===== src/rtl/cfgdma_pkg.sv =====
package cfgdma_pkg;
    localparam int DATA_W = 32;
    localparam int ADDR_W = 8;

    localparam logic [ADDR_W-1:0] OFS_CTRL  = 8'h00;
    localparam logic [ADDR_W-1:0] OFS_LOCK  = 8'h04;
    localparam logic [ADDR_W-1:0] OFS_ISTS  = 8'h0C;
    localparam logic [ADDR_W-1:0] OFS_IMASK = 8'h10;
    localparam logic [ADDR_W-1:0] OFS_STAT  = 8'h14;
    localparam logic [ADDR_W-1:0] OFS_SRC   = 8'h18;
    localparam logic [ADDR_W-1:0] OFS_DST   = 8'h1C;
    localparam logic [ADDR_W-1:0] OFS_SLEN  = 8'h20;
    localparam logic [ADDR_W-1:0] OFS_DLEN  = 8'h24;
    localparam logic [ADDR_W-1:0] OFS_UNLK  = 8'h34;
    localparam logic [ADDR_W-1:0] OFS_MISC  = 8'h80;

    localparam logic [DATA_W-1:0] UNLOCK_KEY = 32'h757B_DF0D;
    localparam logic [DATA_W-1:0] IMPL_BITS  = 32'hF8F7_F87F;

    localparam int B_PATH_EN  = 26;
    localparam int B_PARTIAL  = 27;
    localparam int B_LOOPBACK = 4;
    localparam int B_Q_FULL   = 31;
    localparam int B_Q_EMPTY  = 30;
    localparam int B_EV_XFER  = 13;
    localparam int B_EV_DRAIN = 12;
    localparam int B_EV_OVF   = 5;
    localparam int B_EV_ALIGN = 6;
    localparam int B_EV_CFG   = 2;

    typedef struct packed {
        logic [DATA_W-1:0] src;
        logic [DATA_W-1:0] dst;
        logic [DATA_W-1:0] len;
    } cmd_t;

    typedef enum logic [1:0] {
        SQ_IDLE  = 2'd0,
        SQ_BUSY  = 2'd1,
        SQ_DRAIN = 2'd2
    } seq_st_t;
endpackage


===== src/rtl/cfgdma_fifo.sv =====
module cfgdma_fifo
    import cfgdma_pkg::*;
#(
    parameter int DEPTH = 4,
    localparam int PTR_W = (DEPTH > 1) ? $clog2(DEPTH) : 1,
    localparam int CNT_W = $clog2(DEPTH + 1)
) (
    input  logic             clk,
    input  logic             rst_n,
    input  logic             push,
    input  cmd_t             wdata,
    input  logic             pop,
    output cmd_t             rdata,
    output logic             full,
    output logic             empty,
    output logic [CNT_W-1:0] count
);
    typedef struct packed {
        logic [PTR_W-1:0] wp;
        logic [PTR_W-1:0] rp;
        logic [CNT_W-1:0] cnt;
    } ptr_t;

    ptr_t ptr_d, ptr_q;
    cmd_t mem_q [DEPTH];

    localparam logic [CNT_W-1:0] CNT_MAX = CNT_W'(DEPTH);
    localparam logic [PTR_W-1:0] PTR_MAX = PTR_W'(DEPTH - 1);

    logic do_push, do_pop;

    always_comb begin
        do_push = push && (ptr_q.cnt != CNT_MAX);
        do_pop  = pop && (ptr_q.cnt != '0);
        ptr_d   = ptr_q;
        if (do_push) begin
            ptr_d.wp = (ptr_q.wp == PTR_MAX) ? '0 : ptr_q.wp + 1'b1;
        end
        if (do_pop) begin
            ptr_d.rp = (ptr_q.rp == PTR_MAX) ? '0 : ptr_q.rp + 1'b1;
        end
        case ({do_push, do_pop})
            2'b10:   ptr_d.cnt = ptr_q.cnt + 1'b1;
            2'b01:   ptr_d.cnt = ptr_q.cnt - 1'b1;
            default: ptr_d.cnt = ptr_q.cnt;
        endcase
    end

    always_ff @(posedge clk) begin
        if (!rst_n) begin
            ptr_q <= '0;
        end else begin
            ptr_q <= ptr_d;
        end
    end

    for (genvar gi = 0; gi < DEPTH; gi++) begin : g_slot
        always_ff @(posedge clk) begin
            if (do_push && (ptr_q.wp == PTR_W'(gi))) begin
                mem_q[gi] <= wdata;
            end
        end
    end

    assign rdata = mem_q[ptr_q.rp];
    assign full  = (ptr_q.cnt == CNT_MAX);
    assign empty = (ptr_q.cnt == '0);
    assign count = ptr_q.cnt;
endmodule


===== src/rtl/cfgdma_seq.sv =====
module cfgdma_seq
    import cfgdma_pkg::*;
(
    input  logic clk,
    input  logic rst_n,
    input  logic q_empty,
    input  logic dispatch_en,
    input  logic head_last,
    input  logic cmd_ready,
    input  logic xfer_done,
    input  logic port_idle,
    output logic cmd_valid,
    output logic pop,
    output logic ev_xfer,
    output logic ev_drain,
    output logic in_drain
);
    typedef struct packed {
        seq_st_t st;
        logic    last;
    } seq_t;

    seq_t s_d, s_q;

    always_comb begin
        s_d       = s_q;
        cmd_valid = 1'b0;
        pop       = 1'b0;
        ev_xfer   = 1'b0;
        ev_drain  = 1'b0;
        case (s_q.st)
            SQ_IDLE: begin
                cmd_valid = dispatch_en && !q_empty;
                if (cmd_valid && cmd_ready) begin
                    pop       = 1'b1;
                    s_d.st    = SQ_BUSY;
                    s_d.last  = head_last;
                end
            end
            SQ_BUSY: begin
                if (xfer_done) begin
                    ev_xfer = 1'b1;
                    s_d.st  = s_q.last ? SQ_DRAIN : SQ_IDLE;
                end
            end
            SQ_DRAIN: begin
                if (port_idle) begin
                    ev_drain = 1'b1;
                    s_d.st   = SQ_IDLE;
                    s_d.last = 1'b0;
                end
            end
            default: s_d.st = SQ_IDLE;
        endcase
    end

    always_ff @(posedge clk) begin
        if (!rst_n) begin
            s_q <= '{st: SQ_IDLE, last: 1'b0};
        end else begin
            s_q <= s_d;
        end
    end

    assign in_drain = (s_q.st == SQ_DRAIN);
endmodule


===== src/rtl/cfgdma_cmdq.sv =====
module cfgdma_cmdq
    import cfgdma_pkg::*;
#(
    parameter int DEPTH = 4,
    localparam int CNT_W = $clog2(DEPTH + 1)
) (
    input  logic        clk,
    input  logic        rst_n,
    input  logic        reg_we,
    input  logic [7:0]  reg_addr,
    input  logic [31:0] reg_wdata,
    output logic [31:0] reg_rdata,
    output logic        cmd_valid,
    input  logic        cmd_ready,
    output logic [31:0] cmd_src,
    output logic [31:0] cmd_dst,
    output logic [31:0] cmd_len,
    output logic        cmd_last,
    input  logic        xfer_done,
    input  logic        port_idle,
    input  logic        cfg_done,
    output logic        irq
);
    typedef struct packed {
        logic              locked;
        logic [DATA_W-1:0] ctrl;
        logic [DATA_W-1:0] misc;
        logic [DATA_W-1:0] imask;
        logic [DATA_W-1:0] ists;
        cmd_t              stage;
    } regs_t;

    regs_t r_d, r_q;

    logic             wr_ok, push_req, push, misalign;
    logic             q_full, q_empty, pop, dispatch_en;
    logic             ev_xfer, ev_drain, in_drain;
    logic [CNT_W-1:0] q_count;
    logic [DATA_W-1:0] ev_set, w1c;
    cmd_t             head;

    assign wr_ok       = reg_we && (!r_q.locked || reg_addr == OFS_UNLK);
    assign push_req    = wr_ok && (reg_addr == OFS_DLEN);
    assign misalign    = (r_q.stage.src[2:1] != 2'b00);
    assign push        = push_req && !q_full && !misalign;
    assign dispatch_en = r_q.ctrl[B_PATH_EN] && !r_q.misc[B_LOOPBACK];

    cfgdma_fifo #(.DEPTH(DEPTH)) u_fifo (
        .clk   (clk),
        .rst_n (rst_n),
        .push  (push),
        .wdata ('{src: r_q.stage.src, dst: r_q.stage.dst, len: r_q.stage.len}),
        .pop   (pop),
        .rdata (head),
        .full  (q_full),
        .empty (q_empty),
        .count (q_count)
    );

    cfgdma_seq u_seq (
        .clk         (clk),
        .rst_n       (rst_n),
        .q_empty     (q_empty),
        .dispatch_en (dispatch_en),
        .head_last   (head.src[0]),
        .cmd_ready   (cmd_ready),
        .xfer_done   (xfer_done),
        .port_idle   (port_idle),
        .cmd_valid   (cmd_valid),
        .pop         (pop),
        .ev_xfer     (ev_xfer),
        .ev_drain    (ev_drain),
        .in_drain    (in_drain)
    );

    always_comb begin
        ev_set              = '0;
        ev_set[B_EV_XFER]   = ev_xfer;
        ev_set[B_EV_DRAIN]  = ev_drain;
        ev_set[B_EV_CFG]    = cfg_done;
        ev_set[B_EV_OVF]    = push_req && q_full;
        ev_set[B_EV_ALIGN]  = push_req && !q_full && misalign;
        w1c = (wr_ok && reg_addr == OFS_ISTS) ? reg_wdata : '0;
    end

    always_comb begin
        r_d      = r_q;
        r_d.ists = ((r_q.ists & ~w1c) | ev_set) & IMPL_BITS;
        if (reg_we && reg_addr == OFS_UNLK && reg_wdata == UNLOCK_KEY) begin
            r_d.locked = 1'b0;
        end
        if (wr_ok) begin
            case (reg_addr)
                OFS_CTRL:  r_d.ctrl      = reg_wdata;
                OFS_LOCK:  r_d.locked    = reg_wdata[0];
                OFS_IMASK: r_d.imask     = reg_wdata;
                OFS_MISC:  r_d.misc      = reg_wdata;
                OFS_SRC:   r_d.stage.src = reg_wdata;
                OFS_DST:   r_d.stage.dst = reg_wdata;
                OFS_SLEN:  r_d.stage.len = reg_wdata;
                default: ;
            endcase
        end
    end

    always_ff @(posedge clk) begin
        if (!rst_n) begin
            r_q.locked <= 1'b1;
            r_q.ctrl   <= '0;
            r_q.misc   <= '0;
            r_q.imask  <= '1;
            r_q.ists   <= '0;
            r_q.stage  <= '0;
        end else begin
            r_q <= r_d;
        end
    end

    always_comb begin
        reg_rdata = '0;
        case (reg_addr)
            OFS_CTRL:  reg_rdata = r_q.ctrl;
            OFS_LOCK:  reg_rdata = {31'b0, r_q.locked};
            OFS_ISTS:  reg_rdata = r_q.ists;
            OFS_IMASK: reg_rdata = r_q.imask;
            OFS_STAT: begin
                reg_rdata[B_Q_FULL]  = q_full;
                reg_rdata[B_Q_EMPTY] = q_empty;
            end
            OFS_SRC:   reg_rdata = r_q.stage.src;
            OFS_DST:   reg_rdata = r_q.stage.dst;
            OFS_SLEN:  reg_rdata = r_q.stage.len;
            OFS_MISC:  reg_rdata = r_q.misc;
            default:   reg_rdata = '0;
        endcase
    end

    assign cmd_src  = {head.src[31:1], 1'b0};
    assign cmd_dst  = head.dst;
    assign cmd_len  = head.len;
    assign cmd_last = head.src[0];
    assign irq      = |(r_q.ists & ~r_q.imask);
endmodule


===== config.mk =====
export PLATFORM = sky130hd
export DESIGN_NAME = cfgdma_cmdq
export DESIGN_NICKNAME = d
export VERILOG_FILES = /design/src/rtl/cfgdma_pkg.sv /design/src/rtl/cfgdma_fifo.sv /design/src/rtl/cfgdma_seq.sv /design/src/rtl/cfgdma_cmdq.sv
export SDC_FILE = /design/constraint.sdc
export NUM_CORES = 1
export LEC_CHECK = 0
export BUFFER_PORTS_ARGS = -buffer_cell sky130_fd_sc_hd__buf_2
export CAP_MARGIN = 20
export CORE_ASPECT_RATIO = 0.5
export CORE_MARGIN = 2
export CORE_UTILIZATION = 30
export CTS_CLUSTER_SIZE = 20
export DETAILED_ROUTE_END_ITERATION = 10
export SETUP_SLACK_MARGIN = 0.15
export SLEW_MARGIN = 20
export SYNTH_ARGS = -nofsm -noshare
export SYNTH_HDL_FRONTEND = slang
export SYNTH_SLANG_ARGS = --single-unit

===== constraint.sdc =====
create_clock -name clk -period 4.3 [get_ports clk]
set_input_delay 0.43 -clock clk [delete_from_list [all_inputs] [get_ports clk]]
set_output_delay 0.43 -clock clk [all_outputs]
set_load 0.02 [all_outputs]

==> results.md <==
- Status: completed
- Design Area, Final: 28,400 sq um
- Slowest cell on crit path: nor4b_4
- Post-Syn Area per Cell: 13.5 sq um
- Top-count cell post-synth: nand2_1
- First-pass GRT wire length: 102 mm
- Routed WL: 69.6 mm
- Seq/Total Area, Yosys: 66.1%
- Yosys reg bits: 613
- Final min period: 3.29 ns
- CTS max path bufs: 3
- Largest cells by area after synthesis: edfxtp_1 (47%), dfxtp_1 (19%), mux4_2 (9.0%), nand2_1 (6.6%), a21boi_1 (2.7%)
- Period utilisation layout: 76.5%
- GRT Util Overall: 16.2%
- Final #Nets: 1,994
- Synth top area share: 47.3%
- Die ar.: 83,700 sq um
- Yosys top cell by area: edfxtp_1
- Mapped cell area: 24,400 sq um
- Antenna-violating nets left: 0
- Routability cong.: 0.903
- I/O pin cnt: 178
- Hold_ws: 0.0435 ns
- # clock sinks: 613
- Fillers: 7,714
- Multi-input gate area: 7470 sq um
- Register area: 16,100 sq um
- CTS tree: yes
- Area grow syn2layout: 16.6%
- Most numerous cell on the critical path: buf_2
- Post-DP HPWL: 46.8 mm
- CP bufs+invs: 3
- Core Area: 80,000 sq um
- DR vias/cell: 5.06
- EDFF count, synth: 384
- Fin Clk Skew: 0.0157 ns
- Min-delay worst type: in2reg
- Root cell of the clock tree: clkbuf_16
- Clock Latency Late Sink: 0.63 ns
- Post-cts sizing count: 0
- Crit-path cells: buf_2 > nor4b_4 > buf_4 > a22oi_1 > o21ai_0 > buf_2
- Vias: 15,600
- Final setup vio count: 0
- Maximum clock rate: 0.304 GHz
- CTS Hold Bufs: 0
- Slowest cell delay on critical path: 0.70 ns
- Async set-or-reset flop fraction in the synthesized netlist: 0%
- GRT overflow: 0
- H-tree depth: 2
- Synth cell types: 59
- Detailed Route Iter0 Violations: 1,671
- Number of max-cap violations: 0
- Crit end category: output pin
- Synth Instances: 1,810
- Peak VDD IR: 0.287 mV
- Die X: 407 um
- Hold Violations, Final: 0
- Slew at the pin closest to its max-slew limit: 1.11 ns
- CP Data Required Time: 3.87 ns
- Most common flop cell mapped by yosys: edfxtp_1
- DRT Pass-1 Iters: 8
- Layout cells sized above 1: 21.5%
- Syn Nets: 1,864
- Die height: 206 um
- Largest net degree at the start of global routing: 121
- Max Transition Viols Final: 0
- Clock transition at the registers of the reported paths: 0.06 ns
- Drt drc: 0
- Final TNS setup: 0 ns
- WS Path Type: in2out
- Slew HR: 26.3%
- Pwr dens: 412 nW/um^2
- WL/cell: 22.6 um
- Yosys warns: 0
- Initial antenna violation count: 2
- Num CTS Buffers: 59
- Buffers added on ports: 176
- Crit path max fanout: 24
- P_leak: 0.0104 uW
- Effective utilization at floorplan: 30.5%
- Delay-heaviest family, CP: buffers and inverters
- RSZ-0062 raised after global routing: false
- Placement Cell Area: 26,400 sq um
- Row Count: 73
- Vias in the first global route: 15,000
- Top post-synthesis cells by count: nand2_1 (426), edfxtp_1 (384), dfxtp_1 (229)
- Postcts setup bufs: 0
- Crit path launch type: primary input
- Critical Path AT: 2.86 ns
==> sequential cells by signal, indices dropped and copies added (netlist names), named ones only <==
name and count:
u_fifo.mem_q 384, u_fifo.count 3, r_q 217, u_seq.s_q 3
u_fifo.ptr_q 4
==> metal layers <==
metal  global-route usage (%)  share of wire, %  vias up
met5                        0                 0        -
met4                     5.65               2.7        0
met3                     2.11               4.9      101
met2                     28.3                51      492
met1                     20.7                42     8018
li1                         -                 -     6970
==> worst paths after layout <==
check             startpoint         endpoint  slack (ns)  cells after the start
max              reg_addr[3]    reg_rdata[16]        1.01                      6
min                 cfg_done          r_q[98]        0.04                      2
max reg2reg  u_fifo.count[2]  u_fifo.count[2]        1.58                      9
min reg2reg         r_q[113]         r_q[113]        0.45                      2
==> power by group <==
group	switching [uW]	internal (uW)
sequential	0.335	6170
clock	2200	3110
combinational	172	68.7
==> cells in the final DEF, fill, tap and decap left out, types with 6 or more instances in the layout <==
cell       count
o22ai_1       21
nand3_1       47
mux4_2        97
buf_4         29
mux2i_1       25
ha_1           6
buf_12        13
nor4_1         6
a222oi_1      26
o221ai_1      17
o21ai_0       11
clkbuf_1      15
clkbuf_16     61
a21oi_1       35
a21boi_1      89
clkinv_2      10
buf_2        175
nor2b_1        8
dfxtp_1      227
nand2_1      426
clkbuf_8      15
inv_1         30
a21boi_0      74
nor2_1        21
and3_1         9
a22o_1        13
edfxtp_1     384
a22oi_1       16
==> per-stage QoR <==
stage	total power, uW	setup slack (ns)	cells	util [%]
global placement	6540	0.974	2966	33.0
finish	11700	1.01	3080	35.6
CTS	11800	1.01	3078	35.5
detailed placement	6540	1.01	2966	33.0
floorplan	6440	0.297	1810	-
global route	12100	0.978	3080	35.6
==> cells by family (layout without fill, tap and decap cells) <==
kind of cell / count (synthesis) / in the layout / synth area share, %
AND/OR/NAND/NOR: 566 / 566 / 10.2
XOR/XNOR: 2 / 2 / 0.0718
other: 1 / 3 / 0.0154
flip-flops: 613 / 613 / 66.1
AO/OA/AOI/OAI: 315 / 315 / 9.58
buffers and inverters: 179 / 360 / 3.43
multiplexers: 127 / 127 / 10.2
adder cells (fa/ha/maj): 7 / 7 / 0.390
==> final cells by class <==
type,count,area share [%]
flip-flops and latches,613,56.7
well taps,1087,4.78
multi-input cells,1018,26.2
inverters,30,0.396
diodes,2,0.0176
clock inverters,19,0.739
repair buffers,218,4.80
clock buffers,93,6.34
Power figures use the tool's default switching activity.
